[config.mk]
export PLATFORM = sky130hd
export DESIGN_NAME = cclk_gen
export DESIGN_NICKNAME = d
export VERILOG_FILES = /design/src/rtl/cclk_pkg.sv /design/src/rtl/cclk_cmd_ctrl.sv /design/src/rtl/cclk_cfg_regs.sv /design/src/rtl/cclk_div.sv /design/src/rtl/cclk_gen.sv
export SDC_FILE = /design/constraint.sdc
export NUM_CORES = 1
export LEC_CHECK = 0
export BUFFER_PORTS_ARGS = -buffer_cell sky130_fd_sc_hd__buf_2
export CORE_UTILIZATION = 30
export CTS_CLUSTER_SIZE = 28
export DETAILED_ROUTE_END_ITERATION = 8
export SYNTH_ARGS = -nofsm -noshare
export SYNTH_HDL_FRONTEND = slang
export SYNTH_SLANG_ARGS = --single-unit
export TNS_END_PERCENT = 50
[constraint.sdc]
create_clock -name clk_i -period 3.3 [get_ports clk_i]
set_input_delay 0.165 -clock clk_i [delete_from_list [all_inputs] [get_ports clk_i]]
set_output_delay 0.165 -clock clk_i [all_outputs]
set_load 0.05 [all_outputs]
[src/rtl/cclk_pkg.sv]
package cclk_pkg;
    localparam int START_POS = 31;
    localparam int UPD_POS   = 21;
    localparam int WAIT_POS  = 13;
    localparam int LOCK_POS  = 12;

    typedef enum logic [1:0] {
        ST_IDLE   = 2'd0,
        ST_PEND   = 2'd1,
        ST_RETIRE = 2'd2
    } cmd_st_e;
endpackage

[src/rtl/cclk_cmd_ctrl.sv]
module cclk_cmd_ctrl
    import cclk_pkg::*;
#(
    parameter int CMD_W = 32
) (
    input  logic             clk_i,
    input  logic             rst_ni,
    input  logic             cmd_we_i,
    input  logic [CMD_W-1:0] cmd_wdata_i,
    input  logic             clr_we_i,
    input  logic [CMD_W-1:0] clr_wdata_i,
    input  logic             data_busy_i,
    output logic             load_o,
    output logic             start_busy_o,
    output logic             hle_o
);
    typedef struct packed {
        cmd_st_e st;
        logic    upd;
        logic    wt;
        logic    hle;
    } ctrl_t;

    ctrl_t ctrl_d, ctrl_q;
    logic  new_cmd;

    always_comb begin
        ctrl_d  = ctrl_q;
        load_o  = 1'b0;
        new_cmd = cmd_we_i && cmd_wdata_i[START_POS];
        case (ctrl_q.st)
            ST_IDLE: begin
                if (new_cmd) begin
                    ctrl_d.st  = ST_PEND;
                    ctrl_d.upd = cmd_wdata_i[UPD_POS];
                    ctrl_d.wt  = cmd_wdata_i[WAIT_POS];
                end
            end
            ST_PEND: begin
                if (!(ctrl_q.wt && data_busy_i)) begin
                    load_o    = ctrl_q.upd;
                    ctrl_d.st = ST_RETIRE;
                end
            end
            default: ctrl_d.st = ST_IDLE;
        endcase
        if (clr_we_i && clr_wdata_i[LOCK_POS]) ctrl_d.hle = 1'b0;
        if (new_cmd && ctrl_q.st != ST_IDLE)    ctrl_d.hle = 1'b1;
    end

    always_ff @(posedge clk_i or negedge rst_ni) begin
        if (!rst_ni) ctrl_q <= '{st: ST_IDLE, upd: 1'b0, wt: 1'b0, hle: 1'b0};
        else         ctrl_q <= ctrl_d;
    end

    assign start_busy_o = (ctrl_q.st != ST_IDLE);
    assign hle_o        = ctrl_q.hle;
endmodule

[src/rtl/cclk_cfg_regs.sv]
module cclk_cfg_regs #(
    parameter int DIV_W = 8
) (
    input  logic             clk_i,
    input  logic             rst_ni,
    input  logic             div_we_i,
    input  logic [DIV_W-1:0] div_wdata_i,
    input  logic             ena_we_i,
    input  logic             ena_wdata_i,
    input  logic             load_i,
    output logic [DIV_W-1:0] act_div_o,
    output logic             act_ena_o
);
    typedef struct packed {
        logic [DIV_W-1:0] sh_div;
        logic             sh_ena;
        logic [DIV_W-1:0] act_div;
        logic             act_ena;
    } cfg_t;

    cfg_t cfg_d, cfg_q;

    always_comb begin
        cfg_d = cfg_q;
        if (div_we_i) cfg_d.sh_div = div_wdata_i;
        if (ena_we_i) cfg_d.sh_ena = ena_wdata_i;
        if (load_i) begin
            cfg_d.act_div = cfg_q.sh_div;
            cfg_d.act_ena = cfg_q.sh_ena;
        end
    end

    always_ff @(posedge clk_i or negedge rst_ni) begin
        if (!rst_ni) cfg_q <= '0;
        else         cfg_q <= cfg_d;
    end

    assign act_div_o = cfg_q.act_div;
    assign act_ena_o = cfg_q.act_ena;
endmodule

[src/rtl/cclk_div.sv]
module cclk_div #(
    parameter int DIV_W = 8
) (
    input  logic             clk_i,
    input  logic             rst_ni,
    input  logic [DIV_W-1:0] div_i,
    input  logic             ena_i,
    input  logic             restart_i,
    output logic             cclk_o
);
    typedef struct packed {
        logic [DIV_W-1:0] cnt;
        logic             lvl;
    } div_t;

    div_t div_d, div_q;
    logic bypass;

    always_comb begin
        div_d = div_q;
        if (restart_i || !ena_i) begin
            div_d.cnt = '0;
            div_d.lvl = 1'b0;
        end else if (div_i != '0) begin
            if (div_q.cnt == div_i - DIV_W'(1)) begin
                div_d.cnt = '0;
                div_d.lvl = ~div_q.lvl;
            end else begin
                div_d.cnt = div_q.cnt + DIV_W'(1);
            end
        end
    end

    always_ff @(posedge clk_i or negedge rst_ni) begin
        if (!rst_ni) div_q <= '0;
        else         div_q <= div_d;
    end

    // divider zero passes the reference through while enabled
    assign bypass = ena_i && (div_i == '0);
    assign cclk_o = bypass ? clk_i : div_q.lvl;
endmodule

[src/rtl/cclk_gen.sv]
module cclk_gen #(
    parameter int DIV_W = 8,
    parameter int CMD_W = 32
) (
    input  logic             clk_i,
    input  logic             rst_ni,
    input  logic             div_we_i,
    input  logic [DIV_W-1:0] div_wdata_i,
    input  logic             ena_we_i,
    input  logic             ena_wdata_i,
    input  logic             cmd_we_i,
    input  logic [CMD_W-1:0] cmd_wdata_i,
    input  logic             clr_we_i,
    input  logic [CMD_W-1:0] clr_wdata_i,
    input  logic             data_busy_i,
    output logic             cclk_o,
    output logic             start_busy_o,
    output logic             hle_o
);
    logic             load;
    logic [DIV_W-1:0] act_div;
    logic             act_ena;

    cclk_cmd_ctrl #(.CMD_W(CMD_W)) u_ctrl (
        .clk_i        (clk_i),
        .rst_ni       (rst_ni),
        .cmd_we_i     (cmd_we_i),
        .cmd_wdata_i  (cmd_wdata_i),
        .clr_we_i     (clr_we_i),
        .clr_wdata_i  (clr_wdata_i),
        .data_busy_i  (data_busy_i),
        .load_o       (load),
        .start_busy_o (start_busy_o),
        .hle_o        (hle_o)
    );

    cclk_cfg_regs #(.DIV_W(DIV_W)) u_regs (
        .clk_i       (clk_i),
        .rst_ni      (rst_ni),
        .div_we_i    (div_we_i),
        .div_wdata_i (div_wdata_i),
        .ena_we_i    (ena_we_i),
        .ena_wdata_i (ena_wdata_i),
        .load_i      (load),
        .act_div_o   (act_div),
        .act_ena_o   (act_ena)
    );

    cclk_div #(.DIV_W(DIV_W)) u_div (
        .clk_i     (clk_i),
        .rst_ni    (rst_ni),
        .div_i     (act_div),
        .ena_i     (act_ena),
        .restart_i (load),
        .cclk_o    (cclk_o)
    );
endmodule

* Word level (Yosys, flattened, before mapping)
Index checks and enable logic that the tools add are counted.
** Word-level totals
- RAM bits :: 0
- Output and inout port bits :: 3
- Input bits :: 80
- Register bits after elaboration :: 32
- Memories :: 0
- Latch bits :: 0
- Memory bits (read-only) :: 0
** Cells by class
- Reductions and logical operators :: 17
- $mul :: 0
- Muxes and demuxes :: 12
- Shift operators :: 0
- Add/sub/neg operators :: 2
- Eq/ne operators :: 4
- Order comparisons :: 0
- Bitwise gates (word level) :: 1
- Divide/modulo/power cells :: 0
** Operators by type and width (number)
- 9-bit 2-to-1 mux :: 2
- 8-bit by 1-bit adder with 8-bit output (second input constant) :: 1
- 8-bit == test :: 1
- 8-bit zero test :: 1
- 8-bit 2-to-1 mux :: 1
- 2-bit nonzero test :: 4
- 8-bit nonzero test :: 1
- 8-bit by 1-bit subtractor with 8-bit output (second input constant) :: 1
- 1-bit 2-to-1 mux :: 6
- 2-bit AND reduction :: 3
- 1-bit logical AND :: 5
- 4-bit 2-to-1 mux :: 1
- 2-bit one-hot mux with 2 select lines :: 1
- 2-bit by 1-bit == test with 1-bit output (second input constant) :: 1
- 2-bit zero test :: 1
- 2-bit 2-to-1 mux :: 1
- 2-bit by 1-bit inequality test with 1-bit output (second input constant) :: 1
- 2-bit inequality test (second input constant) :: 1
- 1-bit zero test :: 1
- 1-bit logical OR :: 1
- 1-bit inverter :: 1

* Depth between registers and ports, before layout
Gate-level depths: netlist of run 1.
- Depth in word-level cells :: 6
- Depth in mapped cells :: 10

* Hierarchy
Synthesis of run 1 repeated with hierarchy kept, for this count alone.
** Unflattened totals
- Cell total of the unflattened synthesis :: 160
- Area total of the unflattened synthesis :: 1815.5 sq um
** By module, submodules not included
- cclk_cfg_regs :: times used 1, sequential area each 450.4 sq um, cells an instance 46, area each 799.5 sq um
- cclk_div :: times used 1, sequential area each 225.2 sq um, cells an instance 97, area each 785.8 sq um
- cclk_cmd_ctrl :: times used 1, sequential area each 125.1 sq um, cells an instance 17, area each 230.2 sq um

==> results of run 1 <==
logic make-up after synthesis:
group | share of synthesized area [%]
and+or+nand+nor | 14.1
DFF | 48.0
AOI/OAI and AO/OA | 14.4
muxes | 12.2
xor gates and xnor gates | 7.05
buffers and inverters | 2.78
adders and majority gates | 1.50
worst max-delay path by stage:
| stage | startpoint | end | slack [ps] | cells after the start |
|---|---|---|---|---|
| floorplan | u_regs.act_div_o[0] | u_div.div_q[6] | 940 | 10 |
| global placement | u_regs.act_div_o[0] | u_div.div_q[6] | 760 | 9 |
| detailed placement | u_regs.act_div_o[0] | u_div.div_q[6] | 740 | 9 |
| CTS | u_regs.act_div_o[0] | u_div.div_q[6] | 740 | 9 |
| global route | u_regs.act_div_o[0] | u_div.div_q[6] | 610 | 9 |
| finish | u_regs.act_div_o[0] | u_div.div_q[6] | 730 | 9 |
power by group through the flow:
| stage | sequential, uW | clock, uW | combinational, uW |
|---|---|---|---|
| 3_5_place_dp | 602 | 4.06 | 491 |
| 3_3_place_gp | 597 | 4.06 | 486 |
| 4_1_cts | 594 | 432 | 498 |
| 2_1_floorplan | 580 | 3.43 | 406 |
| 5_1_grt | 610 | 448 | 547 |
| 6_report | 595 | 422 | 497 |
cells in the mapped netlist (2+ instances only):
| library cell | instances | area share (%) |
|---|---|---|
| nor3_1 | 4 | 1.2 |
| a22o_1 | 4 | 2.1 |
| dfrtp_1 | 32 | 48 |
| a211oi_1 | 3 | 1.4 |
| inv_1 | 5 | 1.1 |
| xnor2_1 | 6 | 3.2 |
| o31ai_1 | 4 | 1.8 |
| a32oi_1 | 2 | 1.1 |
| a31oi_1 | 2 | 0.75 |
| nor2b_1 | 4 | 1.5 |
| and3_1 | 3 | 1.1 |
| ha_1 | 2 | 1.5 |
| clkbuf_1 | 2 | 0.45 |
| nand2_1 | 15 | 3.4 |
| nand4_1 | 3 | 1.1 |
| o21ai_0 | 3 | 0.90 |
| nand3_1 | 4 | 1.2 |
| nor2_1 | 10 | 2.3 |
| mux2_2 | 18 | 12 |
| xor2_1 | 3 | 1.6 |
| a21oi_1 | 2 | 0.60 |
area by class of cell:
class	count	area (um2)	area share, %
Tap cell	70	87.6	4.31
Clock buffer	11	143	7.02
Multi-Input combinational cell	108	821	40.4
Inverter	5	18.8	0.923
Timing Repair Buffer	27	163	8.00
Sequential cell	32	801	39.4
state kept, by name (all words and copies together), names as in the netlist:
name / cells
u_ctrl.hle_o: 1
u_div.div_q: 9
u_regs.cfg_q: 9
u_regs.act_ena_o: 1
u_ctrl.ctrl_q: 4
u_regs.act_div_o: 8
cell usage in the layout, fill, tap and decap left out, types with 2 or more instances in the layout:
cell type      synthesis  final
a211oi_1               3      3
a21oi_1                2      2
a22o_1                 4      4
a31oi_1                2      2
a32oi_1                2      2
and3_1                 3      3
buf_2                  1     22
clkbuf_8               0     10
dfrtp_1               32     32
dlygate4sd3_1          0      5
ha_1                   2      2
inv_1                  5      5
mux2_2                18     18
nand2_1               15     15
nand3_1                4      4
nand4_1                3      3
nor2_1                10     10
nor2b_1                4      4
nor3_1                 4      4
o21ai_0                3      3
o31ai_1                4      4
xnor2_1                6      6
xor2_1                 3      3
critical path, stage by stage, from the launching register on:
cell and delay [ps]:
dfrtp_1 450, inv_1 70, ha_1 310, o21bai_1 200, a211o_1 290, a31o_1 200, a2111oi_4 370, buf_4 240
nor3_1 60, a221o_1 260
metal layers:
layer	GRT usage [%]	part of all wire (%)	vias up
met5	0	0	-
met4	10.0	3.2	0
met3	3.71	3.5	10
met2	18.1	45	28
met1	15.1	49	602
li1	-	-	611
repair_timing:
action / in CTS / in global routing
buffers inserted: 0 / 0
endpoints found under the hold margin: 34 / 1
endpoints found under the setup margin: 0 / 0
hold buffers: 4 / 1
stage by stage:
stage | std cells | cell area (um2) | setup WS, ps | util, % | power (uW)
2_1_floorplan | 150 | 1670 | 935 | - | 989
3_3_place_gp | 238 | 1850 | 765 | 35.2 | 1090
3_5_place_dp | 238 | 1850 | 744 | 35.2 | 1100
4_1_cts | 252 | 2020 | 737 | 38.6 | 1520
5_1_grt | 253 | 2030 | 611 | 38.8 | 1610
6_report | 253 | 2030 | 733 | 38.8 | 1510
==> flow_metrics.env, run 1 <==
export IMPL_numPortBuffers=22
export IMPL_rsz0062_at_grt="no"
export IMPL_netlist_area_um2=1670
export IMPL_critPathCaptureType="flop"
export IMPL_antenna_found_initial=0
export IMPL_power_frac_comb_pct=32.8
export IMPL_drtAntennaViolNets=0
export IMPL_cts_tree="done"
export IMPL_core_um2=5240
export IMPL_period_share_pct=77.8
export IMPL_p_leak_uw=0.000905
export IMPL_reg2reg_from="u_regs.act_div_o[0]"
export IMPL_arrival_ps=2850
export IMPL_min_to="u_ctrl.ctrl_q[2]"
export IMPL_grt_pass1_vias=1234
export IMPL_die_h_um=76.6
export IMPL_avgSynthCellArea_um2=11.1
export IMPL_fp_row_count=26
export IMPL_max_cap_violations=0
export IMPL_report_final_setup_viol=0
export IMPL_start_kind="flop"
export IMPL_p_seq_share_pct=39.3
export IMPL_clkPwrFrac_pct=27.9
export IMPL_hold_violations=0
export IMPL_seq_area_frac_synth_pct=48.0
export IMPL_dieArea_um2=5860
export IMPL_slew_headroom_pct=51.6
export IMPL_power_share_switching_pct=34.6
export IMPL_tns_ps=0
export IMPL_drt_initial_drc_count=35
export IMPL_synth_ff_type="dfrtp_1"
export IMPL_r2r_setup_slack_ps=730
export IMPL_cts_resized=0
export IMPL_antennaDiodeCount=0
export IMPL_gp_congestion=0.740
export IMPL_tightest_slew_ps=726
export IMPL_io_pins=83
export IMPL_timing_hold_ws_ps=6.82
export IMPL_regToRegEndpoint="u_div.div_q[6]"
export IMPL_synth_cell_types=40
export IMPL_crit_required_ps=3580
export IMPL_p_int_uw=990
export IMPL_hpwl_um=2230
export IMPL_ys_warnings_count=0
export IMPL_synth_edf_count=0
export IMPL_drive_gt1_share_pct=30.6
export IMPL_hp_start="cmd_wdata_i[21]"
export IMPL_crit_type="flop to flop"
export IMPL_min_path_type="primary input to flop"
export IMPL_ir_worst_vdd_mv=0.426
export IMPL_finClkSkew_ps=4.17
export IMPL_hold_path_cell_count=2
export IMPL_slew_viol_final=0
export IMPL_fmax_mhz=390
export IMPL_nNetsFinal=265
export IMPL_vias=1251
export IMPL_syn_inst=150
export IMPL_syn_nets=232
export IMPL_grt_pass1_wl_um=5550
export IMPL_track_usage_pct=12.4
export IMPL_critPathMaxFanout=10
export IMPL_routedWlPerCell_um=12.7
export IMPL_clock_latency_ps=390
export IMPL_grt_max_degree=33
export IMPL_powerDensity_nw_per_um2=744
export IMPL_r2r_cells=9
export IMPL_period_needed_ps=2570
export IMPL_grt_overflow=0
export IMPL_clk_pin_slew_ps=60
export IMPL_async_reset_ff_share_pct=100
export IMPL_status="finished, final reports clean"
export IMPL_drt_wl_total_um=3220
export IMPL_remaining_drc_errors=0
export IMPL_dr_pass1_iters=4
export IMPL_initial_core_util_pct=31.8
export IMPL_p_sw_uw=524
export IMPL_ys_seq_elements=32
export IMPL_die_w_um=76.6
export IMPL_fill_cells=497
export IMPL_syn2layout_area_growth_pct=21.9
export IMPL_vias_per_cell=4.94
No activity file was read; power rests on OpenSTA's default activity.
==> inputs of run 2 (changes only) <==
Settings changed: ABC_AREA set to 1.
Clock period 3.3 ns to 2.15 ns, I/O delays scaled along.
==> run 2 against run 1 <==
  * Hold slack better by 82 ps
  * Design area is 11% higher
  * Core utilization is 2.1 points higher
  * Non-clock buffer count is 12 higher
  * Count of clock-buffer cells in the layout stayed put
  * Via count is 16% higher
  * Wire length is 7.5% higher
  * First-iteration DRC count is 83% higher
  * Setup slack worse by 580 ps
  * Power is 67% higher
==> flow_metrics.env, run 2 <==
export IMPL_status="finished, final reports clean"
export IMPL_grt_max_degree=33
export IMPL_drtAntennaViolNets=0
export IMPL_synth_top_cell_area_share_pct=46.6
export IMPL_synth_cell_types=24
export IMPL_vias=1451
export IMPL_period_share_pct=93.1
export IMPL_r2r_cells=12
export IMPL_crit_type="flop to output port"
export IMPL_nNetsFinal=338
export IMPL_initial_core_util_pct=31.2
export IMPL_ys_seq_elements=32
export IMPL_avgSynthCellArea_um2=8.19
export IMPL_hpwl_um=2410
export IMPL_async_reset_ff_share_pct=100
export IMPL_critPathMaxFanout=4
export IMPL_syn_inst=210
export IMPL_drt_wl_total_um=3460
export IMPL_slowest_delay_ps=410
export IMPL_synth_area_leader_cell="dfrtp_1"
export IMPL_wl_met2_um=1570
export IMPL_post_place_ws_ps=374
export IMPL_slew_headroom_pct=52.6
export IMPL_syn2layout_area_growth_pct=31.0
export IMPL_final_cell_mix="nand2_1 (59), dfrtp_1 (32), inv_1 (23)"
export IMPL_max_cap_violations=0
export IMPL_timing_hold_ws_ps=89.2
export IMPL_period_needed_ps=2000
export IMPL_hold_violations=0
export IMPL_antennaDiodeCount=0
export IMPL_drive_gt1_share_pct=24.5
export IMPL_cts_tree="done"
export IMPL_report_final_setup_viol=0
export IMPL_r2r_setup_slack_ps=370
export IMPL_hold_path_cell_count=3
export IMPL_vias_per_cell=4.41
export IMPL_reg2reg_from="u_regs.act_div_o[0]"
export IMPL_m1WireLength_um=1730
export IMPL_tns_ps=0
export IMPL_cpMaxStageDelayCell="dfrtp_1"
export IMPL_crit_required_ps=2040
export IMPL_grt_pass1_vias=1451
export IMPL_post_dp_cell_area_um2=1910
export IMPL_dr_pass1_iters=4
export IMPL_yosysMostFrequentCell="nand2_1"
export IMPL_min_path_type="primary input to flop"
export IMPL_crit_chain="inv_1, ha_2, nand2_2, nor2_4, inv_2, nor2_4, nand2_1, nand2_1, clkbuf_4"
export IMPL_rsz0062_at_grt="no"
export IMPL_dp_cells=301
export IMPL_hp_start="div_we_i"
export IMPL_tightest_slew_ps=711
export IMPL_ir_worst_vdd_mv=0.456
export IMPL_drt_initial_drc_count=64
export IMPL_die_h_um=77.7
export IMPL_die_w_um=77.7
export IMPL_regToRegEndpoint="u_div.div_q[0]"
export IMPL_clk_pin_slew_ps=70
export IMPL_routedWlPerCell_um=10.5
export IMPL_crit_family="simple AND/OR/NAND/NOR gates"
export IMPL_syn_nets=292
export IMPL_dieArea_um2=6040
export IMPL_wl_met3_um=120
export IMPL_design_area_um2=2250
export IMPL_track_usage_pct=13.1
export IMPL_arrival_ps=1890
export IMPL_synth_ff_type="dfrtp_1"
export IMPL_crit_buf_inv=3
export IMPL_synth_common_cells="nand2_1 (59), dfrtp_1 (32), inv_1 (23)"
export IMPL_io_pins=83
export IMPL_grt_overflow=0
export IMPL_top_layer="met4"
export IMPL_ys_warnings_count=0
export IMPL_slew_viol_final=0
export IMPL_p_leak_uw=0.00107
export IMPL_numPortBuffers=22
export IMPL_remaining_drc_errors=0
export IMPL_min_to="u_regs.cfg_q[16]"
export IMPL_core_um2=5510
export IMPL_gp_congestion=0.812
export IMPL_mostFrequentLayoutCell="nand2_1"
export IMPL_start_kind="flop"
export IMPL_fp_row_count=27
export IMPL_critPathCaptureType="output port"
export IMPL_synth_edf_count=0
export IMPL_fmax_mhz=500
export IMPL_finClkSkew_ps=3.22
export IMPL_instances_no_fill=329
export IMPL_powerDensity_nw_per_um2=1120
export IMPL_post_cts_buffers=0
export IMPL_clock_latency_ps=380
export IMPL_netlist_area_um2=1720
export IMPL_seq_area_frac_synth_pct=46.6
export IMPL_grt_pass1_wl_um=6180
export IMPL_worst_slack_ps=149
export IMPL_yosys_top_cells_area="dfrtp_1 (47%), nand2_1 (13%), mux2_2 (5.2%), inv_1 (5.0%), o21ai_0 (4.7%)"
export IMPL_antenna_found_initial=0
[run 2: final cells by class]
class | instances | area (um2)
Clock buffer | 11 | 145
Clock inverter | 1 | 30.0
Fill cell | 539 | 3250
Inverter | 27 | 101
Multi-Input combinational cell | 147 | 802
Sequential cell | 32 | 801
Tap cell | 72 | 90.1
Timing Repair Buffer | 39 | 283
[run 2: cell families after synthesis]
group	after synthesis	synth area share (%)
flip-flops	32	46.6
adder cells (fa/ha/maj)	2	1.46
multiplexers	8	5.24
AND/OR/NAND/NOR	103	28.1
buffers and inverters	31	6.91
AO/OA/AOI/OAI	26	7.64
XOR/XNOR	8	4.08
[run 2: how the worst max path moves through the flow]
stage | depth (start not counted) | to | from | slack (ps)
floorplan | 15 | u_div.div_q[0] | u_regs.act_div_o[0] | 560
global placement | 15 | u_div.div_q[0] | u_regs.act_div_o[0] | 350
detailed placement | 15 | u_div.div_q[0] | u_regs.act_div_o[0] | 370
CTS | 9 | cclk_o | u_regs.act_div_o[0] | 70
global route | 9 | cclk_o | u_regs.act_div_o[0] | 30
finish | 9 | cclk_o | u_regs.act_div_o[0] | 150
[run 2: tightest hold or removal path: stages]
cell and delay, ps:
buf_2 170, nand2_1 70, o21ai_0 70
[run 2: metal layers]
layer | vias to the layer above | global-route usage (%)
met5 | - | 0
met1 | 669 | 16.3
met2 | 24 | 20.7
li1 | 755 | -
met4 | 0 | 6.04
met3 | 3 | 3.76
[run 2: repair_timing]
| item | CTS | global route |
|---|---|---|
| hold buffers | 17 | 0 |
| setup endpoints to repair | 0 | 2 |
| hold endpoints to repair | 45 | 0 |
| resized for setup | 0 | 2 |
[run 2: per-stage QoR]
step | util (%) | power, uW
global route | 40.9 | 2720
CTS | 40.8 | 2540
floorplan | - | 1530
global placement | 34.7 | 1700
detailed placement | 34.7 | 1720
finish | 40.9 | 2520
[run 2: report_power, final]
part | internal (uW) | switching [uW]
logic | 326 | 512
registers | 744 | 128
clock network | 536 | 277
